**src/rtl/rdo_pkg.sv**
```systemverilog
package rdo_pkg;

  typedef enum logic [1:0] {
    XS_IDLE  = 2'd0,
    XS_SHIFT = 2'd1,
    XS_STEP  = 2'd2
  } xfer_state_e;

  localparam logic [1:0] ADDR_SPEED  = 2'd0;
  localparam logic [1:0] ADDR_LENGTH = 2'd1;
  localparam logic [1:0] ADDR_PERIOD = 2'd2;
  localparam logic [1:0] ADDR_DIAG   = 2'd3;

  localparam int DIAG_LATCH_BIT = 0;
  localparam int DIAG_STEP_BIT  = 1;

endpackage

```
**src/rtl/rdo_cfg_regs.sv**
```systemverilog
module rdo_cfg_regs
  import rdo_pkg::*;
#(
  parameter int SPD_W   = 8,
  parameter int LEN_W   = 10,
  parameter int PER_W   = 16,
  parameter int WD_W    = 16,
  parameter int SPD_RST = 1,
  parameter int LEN_RST = 16,
  parameter int PER_RST = 0
) (
  input  logic             clk,
  input  logic             rst_n,
  input  logic             wr_en,
  input  logic [1:0]       wr_addr,
  input  logic [WD_W-1:0]  wr_data,
  output logic [SPD_W-1:0] spd_o,
  output logic [LEN_W-1:0] len_o,
  output logic [PER_W-1:0] per_o,
  output logic             per_wr_o,
  output logic             diag_latch_o,
  output logic             diag_step_o
);

  logic             spd_en, len_en, per_en, diag_en;
  logic [SPD_W-1:0] spd_q;
  logic [LEN_W-1:0] len_q;
  logic [PER_W-1:0] per_q;

  always_comb begin
    spd_en  = wr_en && (wr_addr == ADDR_SPEED);
    len_en  = wr_en && (wr_addr == ADDR_LENGTH);
    per_en  = wr_en && (wr_addr == ADDR_PERIOD);
    diag_en = wr_en && (wr_addr == ADDR_DIAG);
  end

  always_ff @(posedge clk or negedge rst_n) begin
    if (!rst_n) begin
      spd_q <= SPD_W'(SPD_RST);
      len_q <= LEN_W'(LEN_RST);
      per_q <= PER_W'(PER_RST);
    end else begin
      if (spd_en) spd_q <= wr_data[SPD_W-1:0];
      if (len_en) len_q <= wr_data[LEN_W-1:0];
      if (per_en) per_q <= wr_data[PER_W-1:0];
    end
  end

  assign spd_o        = spd_q;
  assign len_o        = len_q;
  assign per_o        = per_q;
  assign per_wr_o     = per_en;
  assign diag_latch_o = diag_en && wr_data[DIAG_LATCH_BIT];
  assign diag_step_o  = diag_en && wr_data[DIAG_STEP_BIT];

endmodule

```
**src/rtl/rdo_xfer_engine.sv**
```systemverilog
module rdo_xfer_engine
  import rdo_pkg::*;
#(
  parameter int SPD_W  = 8,
  parameter int LEN_W  = 10,
  parameter int LOST_W = 8
) (
  input  logic              clk,
  input  logic              rst_n,
  input  logic              trig_i,
  input  logic              diag_latch_i,
  input  logic              diag_step_i,
  input  logic [SPD_W-1:0]  cfg_spd_i,
  input  logic [LEN_W-1:0]  cfg_len_i,
  output logic              latch_o,
  output logic              sclk_o,
  output logic              busy_o,
  output logic              done_o,
  output logic [LOST_W-1:0] lost_o
);

  localparam logic [LOST_W-1:0] LOST_MAX = {LOST_W{1'b1}};

  xfer_state_e       st_q, st_d;
  logic [SPD_W-1:0]  hcnt_q, hcnt_d, hlim_q, hlim_d;
  logic [LEN_W-1:0]  pcnt_q, pcnt_d, nlim_q, nlim_d;
  logic              sclk_q, sclk_d, latch_q, latch_d, done_q, done_d;
  logic [LOST_W-1:0] lost_q, lost_d;
  logic              half_end;
  logic [SPD_W-1:0]  spd_lim;

  always_comb begin
    half_end = (hcnt_q == hlim_q);
    spd_lim  = (cfg_spd_i == '0) ? '0 : cfg_spd_i - 1'b1;
  end

  always_comb begin
    st_d    = st_q;
    hcnt_d  = hcnt_q;
    hlim_d  = hlim_q;
    pcnt_d  = pcnt_q;
    nlim_d  = nlim_q;
    sclk_d  = sclk_q;
    latch_d = 1'b0;
    done_d  = 1'b0;
    lost_d  = lost_q;
    unique case (st_q)
      XS_IDLE: begin
        if (trig_i) begin
          latch_d = 1'b1;
          hlim_d  = spd_lim;
          nlim_d  = cfg_len_i - 1'b1;
          hcnt_d  = '0;
          pcnt_d  = '0;
          sclk_d  = 1'b0;
          if (cfg_len_i == '0) done_d = 1'b1;
          else                 st_d   = XS_SHIFT;
        end else if (diag_latch_i || diag_step_i) begin
          latch_d = diag_latch_i;
          if (diag_step_i) begin
            hlim_d = spd_lim;
            hcnt_d = '0;
            sclk_d = 1'b1;
            st_d   = XS_STEP;
          end
        end
      end
      XS_SHIFT: begin
        if (half_end) begin
          hcnt_d = '0;
          sclk_d = !sclk_q;
          if (sclk_q) begin
            if (pcnt_q == nlim_q) begin
              st_d   = XS_IDLE;
              done_d = 1'b1;
            end else begin
              pcnt_d = pcnt_q + 1'b1;
            end
          end
        end else begin
          hcnt_d = hcnt_q + 1'b1;
        end
      end
      XS_STEP: begin
        if (half_end) begin
          sclk_d = 1'b0;
          st_d   = XS_IDLE;
        end else begin
          hcnt_d = hcnt_q + 1'b1;
        end
      end
      default: st_d = XS_IDLE;
    endcase
    if (trig_i && (st_q != XS_IDLE) && (lost_q != LOST_MAX)) begin
      lost_d = lost_q + 1'b1;
    end
  end

  always_ff @(posedge clk or negedge rst_n) begin
    if (!rst_n) begin
      st_q    <= XS_IDLE;
      hcnt_q  <= '0;
      hlim_q  <= '0;
      pcnt_q  <= '0;
      nlim_q  <= '0;
      sclk_q  <= 1'b0;
      latch_q <= 1'b0;
      done_q  <= 1'b0;
      lost_q  <= '0;
    end else begin
      st_q    <= st_d;
      hcnt_q  <= hcnt_d;
      hlim_q  <= hlim_d;
      pcnt_q  <= pcnt_d;
      nlim_q  <= nlim_d;
      sclk_q  <= sclk_d;
      latch_q <= latch_d;
      done_q  <= done_d;
      lost_q  <= lost_d;
    end
  end

  assign latch_o = latch_q;
  assign sclk_o  = sclk_q;
  assign busy_o  = (st_q != XS_IDLE);
  assign done_o  = done_q;
  assign lost_o  = lost_q;

  AST_IDLE_TRIG_LATCHES: assert property (@(posedge clk) disable iff (!rst_n)
    (st_q == XS_IDLE && trig_i) |=> latch_o);

  AST_BUSY_NO_LATCH: assert property (@(posedge clk) disable iff (!rst_n)
    (st_q != XS_IDLE) |=> !latch_o);

  AST_SCLK_LOW_IDLE: assert property (@(posedge clk) disable iff (!rst_n)
    (st_q == XS_IDLE) |-> !sclk_o);

  AST_PULSE_BOUND: assert property (@(posedge clk) disable iff (!rst_n)
    (st_q == XS_SHIFT) |-> (pcnt_q <= nlim_q));

  AST_DONE_NOT_BUSY: assert property (@(posedge clk) disable iff (!rst_n)
    done_o |-> !busy_o);

  AST_LOST_MONOTONIC: assert property (@(posedge clk) disable iff (!rst_n)
    1'b1 |=> (lost_o >= $past(lost_o)));

endmodule

```
**src/rtl/rdo_mon_timer.sv**
```systemverilog
module rdo_mon_timer #(
  parameter int PER_W = 16,
  parameter int NCH   = 32,
  localparam int CHW  = $clog2(NCH)
) (
  input  logic             clk,
  input  logic             rst_n,
  input  logic [PER_W-1:0] per_i,
  input  logic             restart_i,
  output logic             irq_o,
  output logic [CHW-1:0]   sel_o
);

  localparam logic [CHW-1:0] SEL_LAST = CHW'(NCH - 1);

  logic [PER_W-1:0] cnt_q, cnt_d;
  logic [CHW-1:0]   sel_q, sel_d;
  logic             irq_q, irq_d;

  always_comb begin
    cnt_d = cnt_q;
    sel_d = sel_q;
    irq_d = 1'b0;
    if (restart_i) begin
      cnt_d = '0;
    end else if (per_i != '0) begin
      if (cnt_q >= per_i - 1'b1) begin
        cnt_d = '0;
        irq_d = 1'b1;
        sel_d = (sel_q == SEL_LAST) ? '0 : sel_q + 1'b1;
      end else begin
        cnt_d = cnt_q + 1'b1;
      end
    end
  end

  always_ff @(posedge clk or negedge rst_n) begin
    if (!rst_n) begin
      cnt_q <= '0;
      sel_q <= '0;
      irq_q <= 1'b0;
    end else begin
      cnt_q <= cnt_d;
      sel_q <= sel_d;
      irq_q <= irq_d;
    end
  end

  assign irq_o = irq_q;
  assign sel_o = sel_q;

  AST_SEL_IN_RANGE: assert property (@(posedge clk) disable iff (!rst_n)
    (int'(sel_o) < NCH));

  AST_SEL_HOLDS_NO_IRQ: assert property (@(posedge clk) disable iff (!rst_n)
    !irq_o |-> (sel_o == $past(sel_o)));

  AST_NO_IRQ_WHEN_OFF: assert property (@(posedge clk) disable iff (!rst_n)
    (per_i == '0) |=> !irq_o);

  AST_IRQ_SINGLE: assert property (@(posedge clk) disable iff (!rst_n)
    (irq_o && per_i > 1) |=> !irq_o);

endmodule

```
**src/rtl/rdo_sequencer.sv**
```systemverilog
module rdo_sequencer #(
  parameter int SPD_W   = 8,
  parameter int LEN_W   = 10,
  parameter int PER_W   = 16,
  parameter int LOST_W  = 8,
  parameter int NCH     = 32,
  parameter int SPD_RST = 1,
  parameter int LEN_RST = 16,
  parameter int PER_RST = 0,
  localparam int WD_A   = (SPD_W > LEN_W) ? SPD_W : LEN_W,
  localparam int WD_B   = (WD_A > PER_W) ? WD_A : PER_W,
  localparam int WD_W   = (WD_B > 2) ? WD_B : 2
) (
  input  logic                    clk,
  input  logic                    rst_n,
  input  logic                    trig_i,
  input  logic                    reg_we_i,
  input  logic [1:0]              reg_addr_i,
  input  logic [WD_W-1:0]         reg_wdata_i,
  output logic                    latch_o,
  output logic                    sclk_o,
  output logic                    busy_o,
  output logic                    done_o,
  output logic [LOST_W-1:0]       lost_cnt_o,
  output logic                    mon_irq_o,
  output logic [$clog2(NCH)-1:0]  mon_sel_o
);

  logic [SPD_W-1:0] cfg_spd;
  logic [LEN_W-1:0] cfg_len;
  logic [PER_W-1:0] cfg_per;
  logic             per_wr, diag_latch, diag_step;

  rdo_cfg_regs #(
    .SPD_W(SPD_W), .LEN_W(LEN_W), .PER_W(PER_W), .WD_W(WD_W),
    .SPD_RST(SPD_RST), .LEN_RST(LEN_RST), .PER_RST(PER_RST)
  ) u_regs (
    .clk          (clk),
    .rst_n        (rst_n),
    .wr_en        (reg_we_i),
    .wr_addr      (reg_addr_i),
    .wr_data      (reg_wdata_i),
    .spd_o        (cfg_spd),
    .len_o        (cfg_len),
    .per_o        (cfg_per),
    .per_wr_o     (per_wr),
    .diag_latch_o (diag_latch),
    .diag_step_o  (diag_step)
  );

  rdo_xfer_engine #(
    .SPD_W(SPD_W), .LEN_W(LEN_W), .LOST_W(LOST_W)
  ) u_xfer (
    .clk          (clk),
    .rst_n        (rst_n),
    .trig_i       (trig_i),
    .diag_latch_i (diag_latch),
    .diag_step_i  (diag_step),
    .cfg_spd_i    (cfg_spd),
    .cfg_len_i    (cfg_len),
    .latch_o      (latch_o),
    .sclk_o       (sclk_o),
    .busy_o       (busy_o),
    .done_o       (done_o),
    .lost_o       (lost_cnt_o)
  );

  rdo_mon_timer #(
    .PER_W(PER_W), .NCH(NCH)
  ) u_mon (
    .clk       (clk),
    .rst_n     (rst_n),
    .per_i     (cfg_per),
    .restart_i (per_wr),
    .irq_o     (mon_irq_o),
    .sel_o     (mon_sel_o)
  );

endmodule

```
**config.mk**
```make
export PLATFORM = sky130hd
export DESIGN_NAME = rdo_sequencer
export DESIGN_NICKNAME = d
export VERILOG_FILES = /design/src/rtl/rdo_pkg.sv /design/src/rtl/rdo_cfg_regs.sv /design/src/rtl/rdo_xfer_engine.sv /design/src/rtl/rdo_mon_timer.sv /design/src/rtl/rdo_sequencer.sv
export SDC_FILE = /design/constraint.sdc
export NUM_CORES = 1
export LEC_CHECK = 0
export BUFFER_PORTS_ARGS = -buffer_cell sky130_fd_sc_hd__buf_2
export CAP_MARGIN = 20
export CORE_MARGIN = 2
export CORE_UTILIZATION = 61
export DETAILED_ROUTE_END_ITERATION = 6
export PLACE_DENSITY = 0.82
export SLEW_MARGIN = 40
export SYNTH_ARGS = -nofsm -noshare
export SYNTH_HDL_FRONTEND = slang
export SYNTH_HIERARCHICAL = 1
export SYNTH_SLANG_ARGS = --single-unit
```
**constraint.sdc**
```tcl
create_clock -name clk -period 5.4 [get_ports clk]
set_input_delay 0.81 -clock clk [delete_from_list [all_inputs] [get_ports clk]]
set_output_delay 0.81 -clock clk [all_outputs]
set_load 0.1 [all_outputs]
```
Word-level counts from Yosys, hierarchy flattened
Cells that the tools add are included.
{ "word_totals": {"latchBits": 0, "romBits": 0, "wordCells": 118, "ff_bits": 105, "ramBits": 0, "in_bits": 22, "mem_count": 0} }
{ "classes": {"order_cmp": 1, "mux": 46, "n_bitwise": 1, "eq_ne": 19, "n_div": 0, "reduce_logical": 28, "n_mul": 0, "add_sub_neg": 8, "shifts": 0} }
{ "op_table": {"columns": ["op", "n"], "rows": [
  ["$mux W8", 9],
  ["$mux W16", 3],
  ["$mux W10", 4],
  ["$pmux W8 S3", 1],
  ["$pmux W10 S2", 1],
  ["$add A16 B1 Y16 const B", 1],
  ["$add A8 B1 Y8 const B", 2],
  ["$ge A16 B16 Y1", 1],
  ["$mux W1", 16],
  ["$mux W2", 8],
  ["$reduce_bool A16 Y1", 1],
  ["$sub A16 B1 Y16 const B", 1],
  ["$add A10 B1 Y10 const B", 1],
  ["$eq A10 B10 Y1", 1],
  ["$logic_not A10 Y1", 1],
  ["$reduce_and A5 Y1", 2],
  ["$reduce_bool A2 Y1", 5],
  ["$sub A10 B1 Y10 const B", 1],
  ["$eq A8 B8 Y1", 1],
  ["$logic_and A1 B1 Y1", 8],
  ["$logic_not A8 Y1", 1],
  ["$ne A2 B1 Y1 const B", 4],
  ["$ne A8 B8 Y1 const B", 1],
  ["$sub A8 B1 Y8 const B", 1],
  ["20 further kinds", 28]
]} }

Depth between registers and ports, before layout
Gate-level depths: netlist (run 1).
{ "logic_depth": {"word_depth": 7, "depth_mapped": 14, "ltp_nobuf": 13} }

Modules after synthesis
The synthesis (run 1) kept the hierarchy.
{ "by_module_without_submodules": {"columns": ["mod", "cells_per_inst", "area_per_inst_um2", "n_inst"], "rows": [
  ["rdo_xfer_engine", 325, 3019.1, 1],
  ["rdo_mon_timer", 200, 1808.0, 1],
  ["rdo_cfg_regs", 76, 1327.5, 1]
]} }

Worst setup path after synthesis (run 1)
Ideal clock, no wire load.
{ "synth_path": {"kind": "register to register", "start": "reg u_regs.per_q[4], in the netlist u_regs/per_o[4]", "end": "reg u_mon.sel_q[0], in the netlist u_mon/sel_o[0]", "synth_period_minus_slack_ns": 3.749, "setup_time_ns": 0.126, "stages_incl_launch_ff": 14, "slack_ns": 1.651, "arrival_ns": 3.623, "t_required_ns": 5.274, "cell_sequence": "dfrtp_1 > or3_1 > nor3_1 > nand2b_1 > nand2b_1 > nor4_1 > xnor2_1 > ha_1 > a211oi_2 > nor2_1 > or4_4 > a211oi_4 > nand2b_4 > mux2_4"} }
{ "synth_via": {"elab_chain_cells": 3, "elab_cells_between_ends": 4, "classes_between": "1 x add/sub; 1 x order compare; 2 x reduce/logical"} }
{ "synth_rtl": {"columns": ["item", "line_no", "source"], "rows": [
  ["start: declaration", "rdo_cfg_regs.sv:28", "logic [PER_W-1:0] per_q;"],
  ["start signal: assignment", "rdo_cfg_regs.sv:41", "per_q <= PER_W'(PER_RST);"],
  ["start signal: assignment", "rdo_cfg_regs.sv:45", "if (per_en) per_q <= wr_data[PER_W-1:0];"],
  ["$sub A16 B1 Y16", "rdo_mon_timer.sv:27", "if (cnt_q >= per_i - 1'b1) begin"],
  ["$ge A16 B16 Y1", "rdo_mon_timer.sv:27", null],
  ["$reduce_and A3 Y1 (no source line) *", null, null],
  ["end signal: assignment", "rdo_mon_timer.sv:44", "sel_q <= sel_d;"],
  ["end: declaration", "rdo_mon_timer.sv:17", "logic [CHW-1:0] sel_q, sel_d;"]
]} }
Mark *: on every way between the ends. The rest lies on a longest branch, timed or not.
A chain may end at the register's enable or synchronous reset.

Final worst setup path (run 1)
{ "layout_path": {"start": "reg u_regs.per_q[4], in the netlist u_regs/per_o[4]", "end": "reg u_mon.sel_q[1], in the netlist u_mon/sel_o[1]"} }
Same word-level chain as after synthesis.

==> results of run 1 <==
-- sequential cells by signal, summed over array words and instances, names as in the netlist, 2 cells and up --
register,cells
u_xfer/nlim_q,10
u_xfer/pcnt_q,10
u_mon/sel_o,5
u_xfer/hlim_q,8
u_regs/per_o,16
u_xfer/hcnt_q,8
u_regs/len_o,10
u_xfer/st_q,2
u_xfer/lost_o,8
u_regs/spd_o,8
u_mon/cnt_q,16
-- worst max-delay path, cell delays in order, from the launching register on --
cell	delay, ns
dfrtp_1	0.42
or3_1	0.42
nor3_1	0.27
nand2b_1	0.14
nand2b_1	0.19
nor4_1	0.26
xnor2_1	0.16
ha_1	0.27
a211oi_2	0.21
nor2_1	0.07
or4_4	0.53
a211oi_4	0.43
nand2b_4	0.27
mux2_4	0.31
-- per-layer routing --
metal | GRT usage | vias to the layer above
met5 | 0 | -
met1 | 0.328 | 2363
met3 | 0.0570 | 31
met2 | 0.422 | 168
li1 | - | 2236
met4 | 0.0705 | 0
-- worst max-delay path by stage --
| stage | from | endpoint | cells after the start |
|---|---|---|---|
| final | u_regs/per_o[4] | u_mon/sel_o[1] | 13 |
| after global routing | u_regs/per_o[3] | u_mon/cnt_q[11] | 14 |
| after CTS | u_regs/per_o[4] | u_mon/sel_o[4] | 13 |
| after detailed placement | u_regs/per_o[4] | u_mon/sel_o[4] | 13 |
| after global placement | u_regs/per_o[4] | u_mon/sel_o[4] | 13 |
| after floorplan | u_regs/per_o[4] | u_mon/sel_o[0] | 13 |
-- cells in the mapped netlist (3+ instances only) --
| cell type | n | area (um2) |
|---|---|---|
| nand2_1 | 51 | 191 |
| xor2_1 | 22 | 193 |
| ha_1 | 31 | 388 |
| o21ai_1 | 4 | 20.0 |
| buf_6 | 4 | 45.0 |
| nor4_1 | 13 | 81.3 |
| inv_1 | 21 | 78.8 |
| and3_1 | 10 | 62.6 |
| a21o_1 | 4 | 30.0 |
| nor3_1 | 17 | 85.1 |
| buf_2 | 6 | 30.0 |
| o21a_1 | 3 | 22.5 |
| a21oi_1 | 10 | 50.1 |
| nand2b_1 | 5 | 31.3 |
| nand3b_1 | 10 | 75.1 |
| dfrtp_1 | 103 | 2580 |
| clkbuf_1 | 5 | 18.8 |
| nand3_1 | 28 | 140 |
| buf_4 | 3 | 22.5 |
| mux2_2 | 37 | 417 |
| nor2_1 | 42 | 158 |
| or4_1 | 3 | 22.5 |
| o21ai_0 | 36 | 180 |
| nand4_1 | 11 | 68.8 |
| or3_1 | 3 | 18.8 |
| a211oi_2 | 3 | 37.5 |
| a31oi_1 | 22 | 138 |
| xnor2_1 | 37 | 324 |
| mux2i_1 | 6 | 60.1 |
| mux2_4 | 3 | 45.0 |
-- logic make-up after synthesis --
| kind of cell | after synthesis |
|---|---|
| simple gates | 216 |
| flops | 105 |
| compound gates | 102 |
| xor+xnor | 59 |
| mux | 46 |
| fa+ha+maj | 31 |
| buf+inv | 42 |
-- per-stage QoR --
| stage | instance area (um2) | std cells | utilization | setup WS [ns] |
|---|---|---|---|---|
| after CTS | 6640 | 772 | 0.679 | 1.35 |
| after global routing | 6640 | 772 | 0.679 | 1.07 |
| final | 6640 | 772 | 0.679 | 1.35 |
| after global placement | 6400 | 755 | 0.655 | 1.50 |
| after floorplan | 6150 | 601 | - | 1.65 |
| after detailed placement | 6430 | 756 | 0.658 | 1.38 |
-- power groups by stage --
stage	registers, W	logic [W]	clock network [W]
floorplan	0.00136	0.000681	0
finish	0.00115	0.00115	0.000495
CTS	0.00115	0.00115	0.000506
global placement	0.00115	0.00108	0
global route	0.00118	0.00124	0.000541
detailed placement	0.00117	0.00113	0
-- area by class of cell --
| class | count | area, um2 | share of cell area |
|---|---|---|---|
| clock buffers | 9 | 124 | 0.0187 |
| clock inverters | 7 | 80.1 | 0.0121 |
| inverters | 21 | 78.8 | 0.0119 |
| multi-input cells | 454 | 3320 | 0.500 |
| flip-flops and latches | 105 | 2630 | 0.396 |
| well taps | 133 | 166 | 0.0251 |
| repair buffers | 43 | 240 | 0.0362 |
==> out/results.txt, run 1 <==
Post-synth ARST share - 1.00
Clock skew - 0.0143 ns
Design Power - 0.00280 W
Worst R2R End - u_mon/sel_o[1]
Logic gate share of total power - 0.411
Vias in the first global route - 4605
Vias after detailed routing - 4798
Met3 WL - 657 um
Power per Cell Area - 422 nW/um2
Port buffer count - 39
Reg2reg start - u_regs/per_o[4]
Pin count of the biggest net entering global routing - 40
Drt pass-1 iters - 6
CTS Buf Count - 9
Post-synthesis compound-gate area fraction - 0.111
Drt total wl - 13.1 mm
Commonest cells after routing, fill and taps aside - dfrtp_1 (103), nand2_1 (51), nor2_1 (42), buf_2 (38)
CTS Sinks - 105
Post-CTS Hold Buffers - 0
Post-CTS Setup Repair Bufs - 0
CTS Root Cell - clkbuf_8
Reg2Reg Setup Slack - 1.35 ns
Startpoint types - flip-flop
Sequential fraction of the synthesis area - 0.427
Initial Utilization - 0.630
Cell variety after synth - 69
Syn_nets - 654
FF-to-FF path depth - 13
Total global-route track usage - 0.251
Commonest non-fill, non-tap cell in the layout - dfrtp_1
Leakage - 2.96 nW
DR iter-0 viols - 322
Antenna Nets Post-Route - 0
Adder-cell share of the synthesized area - 0.0630
Clock slew at reported path FFs - 0.12 ns
Worst hold-check path type - primary input to asynchronous set/reset pin
Global-route wire length before repair - 22.2 mm
Ports - 40
Chip height - 104 um
Skew-Pair Late Insertion Delay - 0.39 ns
FF+latch count, synth - 105
Fin nets - 687
Avg Inst Size Synth - 10.2 um2
Post-synthesis cell count - 601
Final Hold Fails - 0
Met2 wire len - 6.55 mm
Max Used Layer - met4
Share of layout cells above drive strength 1 - 0.197
Mux cell area share after synthesis - 0.0848
Fmax - 247 MHz
Antenna cells - 0
Via density - 6.22
Rows - 36
Status - complete, no violations
WHS - 0.346 ns
Combinational family with the most area after synthesis - simple AND/OR/NAND/NOR gates
Initial antenna violation count - 0
Area grow syn2layout - 7.83%
CTS H-Tree Depth - 3
Fillers - 720
Worst Tran Pin Value - 0.754 ns
Internal power - 0.00152 W
Max-cap violations - 0
Average routed wire per standard cell - 17.0 um
EDFF count, synth - 0
Final period util - 0.750
GPL Wtd Cong - 0.846
Crit. End Element - flip-flop
Drt drc - 0
Simple-gate share of the synthesized area - 0.195
Worst VDD drop - 453 uV
Main synth FF type - dfrtp_1
DRT met1 WL - 5.62 mm
Required @ worst endpoint - 5.68 ns
Core area - 9770 um2
Net Sw Power - 0.00128 W
Yosys warns - 6
Clock share of power - 0.177
RSZ-0062 raised after global routing - false
HPWL after detailed placement - 9.56 mm
Sequential share of power - 0.412
Sw frac - 0.457
CP Max Fanout - 10
Critical path type - flip-flop to flip-flop
Die width - 104 um
CTS Buffer Depth - 2
Post-route setup TNS - 0 ns
Synthesized area - 6150 um2
Post-CTS Resized - 0
Overflow after GRT - 0
TritonCTS clock tree - yes
Final max-slew violation count - 0
Post-Synth XOR/XNOR Area - 0.0840
Crit path DAT - 4.33 ns
Final setup fails - 0
Die area - 10900 um2
Crit path time final - 4.05 ns
Slew HR - 0.496
(Power assumes the default switching activity.)
==> run 2, diff against run 1 <==
==> constraint.sdc (replaced) <==
create_clock -name clk -period 4.2 [get_ports clk]
set_input_delay 0.63 -clock clk [delete_from_list [all_inputs] [get_ports clk]]
set_output_delay 0.63 -clock clk [all_outputs]
set_load 0.1 [all_outputs]
==> out/results.txt, run 2 (synthesis gave the netlist of run 1 again) <==
Overflow after GRT - 0 (unchanged)
DR iter-0 viols - 238 (was 322)
Post-placement cell count - 758 (was 756)
Clock slew at reported path FFs - 0.12 ns (about the same)
Core area - 9770 um2 (unchanged)
Final period util - 0.961 (was 0.750)
Total global-route track usage - 0.251 (about the same)
Worst hold-check path type - primary input to asynchronous set/reset pin (unchanged)
Status - complete, no violations (unchanged)
Worst Tran Pin Value - 0.778 ns (was 0.754 ns)
Drt drc - 0 (unchanged)
Design area - 6640 um2 (about the same)
CP max stage delay - 0.53 ns (about the same)
CP dominant cell by count - nand2b_1 (unchanged)
Sequential share of power - 0.412 (about the same)
Port buffer count - 39 (unchanged)
GPL Wtd Cong - 0.859 (was 0.846)
Crit. End Element - flip-flop (unchanged)
Drt total wl - 13.0 mm (was 13.1 mm)
Fmax - 248 MHz (was 247 MHz)
RSZ-0062 raised after global routing - false (unchanged)
Reg2Reg Setup Slack - 0.17 ns (was 1.35 ns)
Share of layout cells above drive strength 1 - 0.198 (was 0.197)
Commonest non-fill, non-tap cell in the layout - dfrtp_1 (unchanged)
Commonest cells after routing, fill and taps aside - dfrtp_1 (103), nand2_1 (51), nor2_1 (42), buf_2 (38) (unchanged)
Antenna Nets Post-Route - 0 (unchanged)
Post-route setup TNS - 0 ns (unchanged)
Leakage - 2.98 nW (was 2.96 nW)
Clock share of power - 0.181 (was 0.177)
Crit path DAT - 4.32 ns (was 4.33 ns)
Vias after detailed routing - 4702 (was 4798)
CTS Buffer Depth - 2 (unchanged)
Chip height - 104 um (unchanged)
Die width - 104 um (unchanged)
TritonCTS clock tree - yes (unchanged)
Worst R2R End - u_mon/sel_o[1] (unchanged)
Ports - 40 (unchanged)
Reg2reg start - u_regs/per_o[4] (unchanged)
Worst VDD drop - 648 uV (was 453 uV)
Pin count of the biggest net entering global routing - 39 (was 40)
Fin nets - 689 (was 687)
Power per Cell Area - 541 nW/um2 (was 422 nW/um2)
Crit path time final - 4.03 ns (was 4.05 ns)
Net Sw Power - 0.00164 W (was 0.00128 W)
Critical path endpoint - u_mon/sel_o[1] (unchanged)
Area grow syn2layout - 7.91% (was 7.83%)
Drt pass-1 iters - 4 (was 6)
CTS Buf Count - 9 (unchanged)
Final worst slack - 0.165 ns (was 1.35 ns)
Max-cap violations - 0 (unchanged)
FF-to-FF path depth - 13 (unchanged)
Slowest cell on crit path - or4_4 (unchanged)
CTS H-Tree Depth - 3 (unchanged)
Sw frac - 0.455 (was 0.457)
Final max-slew violation count - 0 (unchanged)
CTS Sinks - 105 (unchanged)
Initial Utilization - 0.630 (unchanged)
Startpoint types - flip-flop (unchanged)
CTS Root Cell - clkbuf_8 (unchanged)
Initial antenna violation count - 0 (unchanged)
Via density - 6.07 (was 6.22)
HPWL after detailed placement - 9.46 mm (was 9.56 mm)
Skew-Pair Late Insertion Delay - 0.40 ns (was 0.39 ns)
Setup WS pre-CTS - 0.253 ns (was 1.38 ns)
CP Max Fanout - 7 (was 10)
Global-route wire length before repair - 22.2 mm (about the same)
Critical path type - flip-flop to flip-flop (unchanged)
Internal power - 0.00195 W (was 0.00152 W)
Antenna cells - 0 (unchanged)
Finished Layout Cells - 774 (was 772)
Fillers - 757 (was 720)
Average routed wire per standard cell - 16.8 um (was 17.0 um)
Clock skew - 0.0145 ns (was 0.0143 ns)
Final Hold Fails - 0 (unchanged)
Die area - 10900 um2 (unchanged)
Required @ worst endpoint - 4.48 ns (was 5.68 ns)
Slew HR - 0.481 (was 0.496)
Final setup fails - 0 (unchanged)
Placement Cell Area - 6430 um2 (about the same)
Final Core Density - 0.679 (about the same)
Post-CTS Setup Repair Bufs - 0 (unchanged)
Logic gate share of total power - 0.406 (was 0.411)
Rows - 36 (unchanged)
Crit-path cells - or3_1 -> nor3_1 -> nand2b_1 -> nand2b_1 -> nor4_1 -> xnor2_1 -> ha_1 -> a211oi_2 -> nor2_1 -> or4_4 -> a211oi_4 -> nand2b_4 -> mux2_4 (unchanged)
Vias in the first global route - 4694 (was 4605)
Critical path startpoint - u_regs/per_o[4] (unchanged)
run 2: what timing repair did:
item	4_1_cts	5_1_grt
resized for setup	0	1
setup endpoints to repair	0	6
hold buffers	0	0
run 2: layer usage:
metal	global-route usage	share of wire	vias up
li1	-	-	2246
met2	0.410	0.48	115
met4	0.0811	0.017	0
met5	0	0	-
met3	0.0620	0.037	19
met1	0.327	0.46	2322
run 2: power groups by stage:
stage	clock network, W	logic (W)	registers, W
2_1_floorplan	0	0.000876	0.00174
3_3_place_gp	0	0.00139	0.00149
5_1_grt	0.000701	0.00158	0.00152
3_5_place_dp	0	0.00145	0.00150
6_report	0.000651	0.00146	0.00148
4_1_cts	0.000668	0.00146	0.00148
run 2: cell type report:
| type | instances | area [um2] | area share |
|---|---|---|---|
| Clock buffer | 9 | 124 | 0.0187 |
| Clock inverter | 7 | 81.3 | 0.0122 |
| Inverter | 21 | 78.8 | 0.0119 |
| Multi-Input combinational cell | 454 | 3310 | 0.499 |
| Sequential cell | 105 | 2630 | 0.396 |
| Tap cell | 133 | 166 | 0.0251 |
| Timing Repair Buffer | 45 | 246 | 0.0371 |
run 2: how the worst min path moves through the flow:
stage                     slack (ns)              from  depth (start not counted)                to
after floorplan                 0.33             rst_n                          0    u_mon/cnt_q[0]
after global placement          0.48  u_xfer/lost_o[5]                          1  u_xfer/lost_o[5]
after detailed placement        0.50  u_xfer/nlim_q[1]                          2  u_xfer/nlim_q[1]
after CTS                       0.15             rst_n                          1    u_mon/cnt_q[6]
after global routing            0.17             rst_n                          1    u_mon/cnt_q[7]
final                           0.15             rst_n                          1    u_mon/cnt_q[9]
run 2: critical path: cells and delay by family (launching register included):
kind,cells,cell delay [ns]
xor gates and xnor gates,1,0.18
adders and majority gates,1,0.28
muxes,1,0.31
AOI/OAI and AO/OA,2,0.61
DFF,1,0.42
and+or+nand+nor,8,2.15
run 2: through the flow:
step / hold WS (ns) / total power [W]
after floorplan: 0.334 / 0.00262
after global placement: 0.481 / 0.00288
after detailed placement: 0.497 / 0.00295
after CTS: 0.149 / 0.00361
after global routing: 0.167 / 0.00380
final: 0.154 / 0.00359
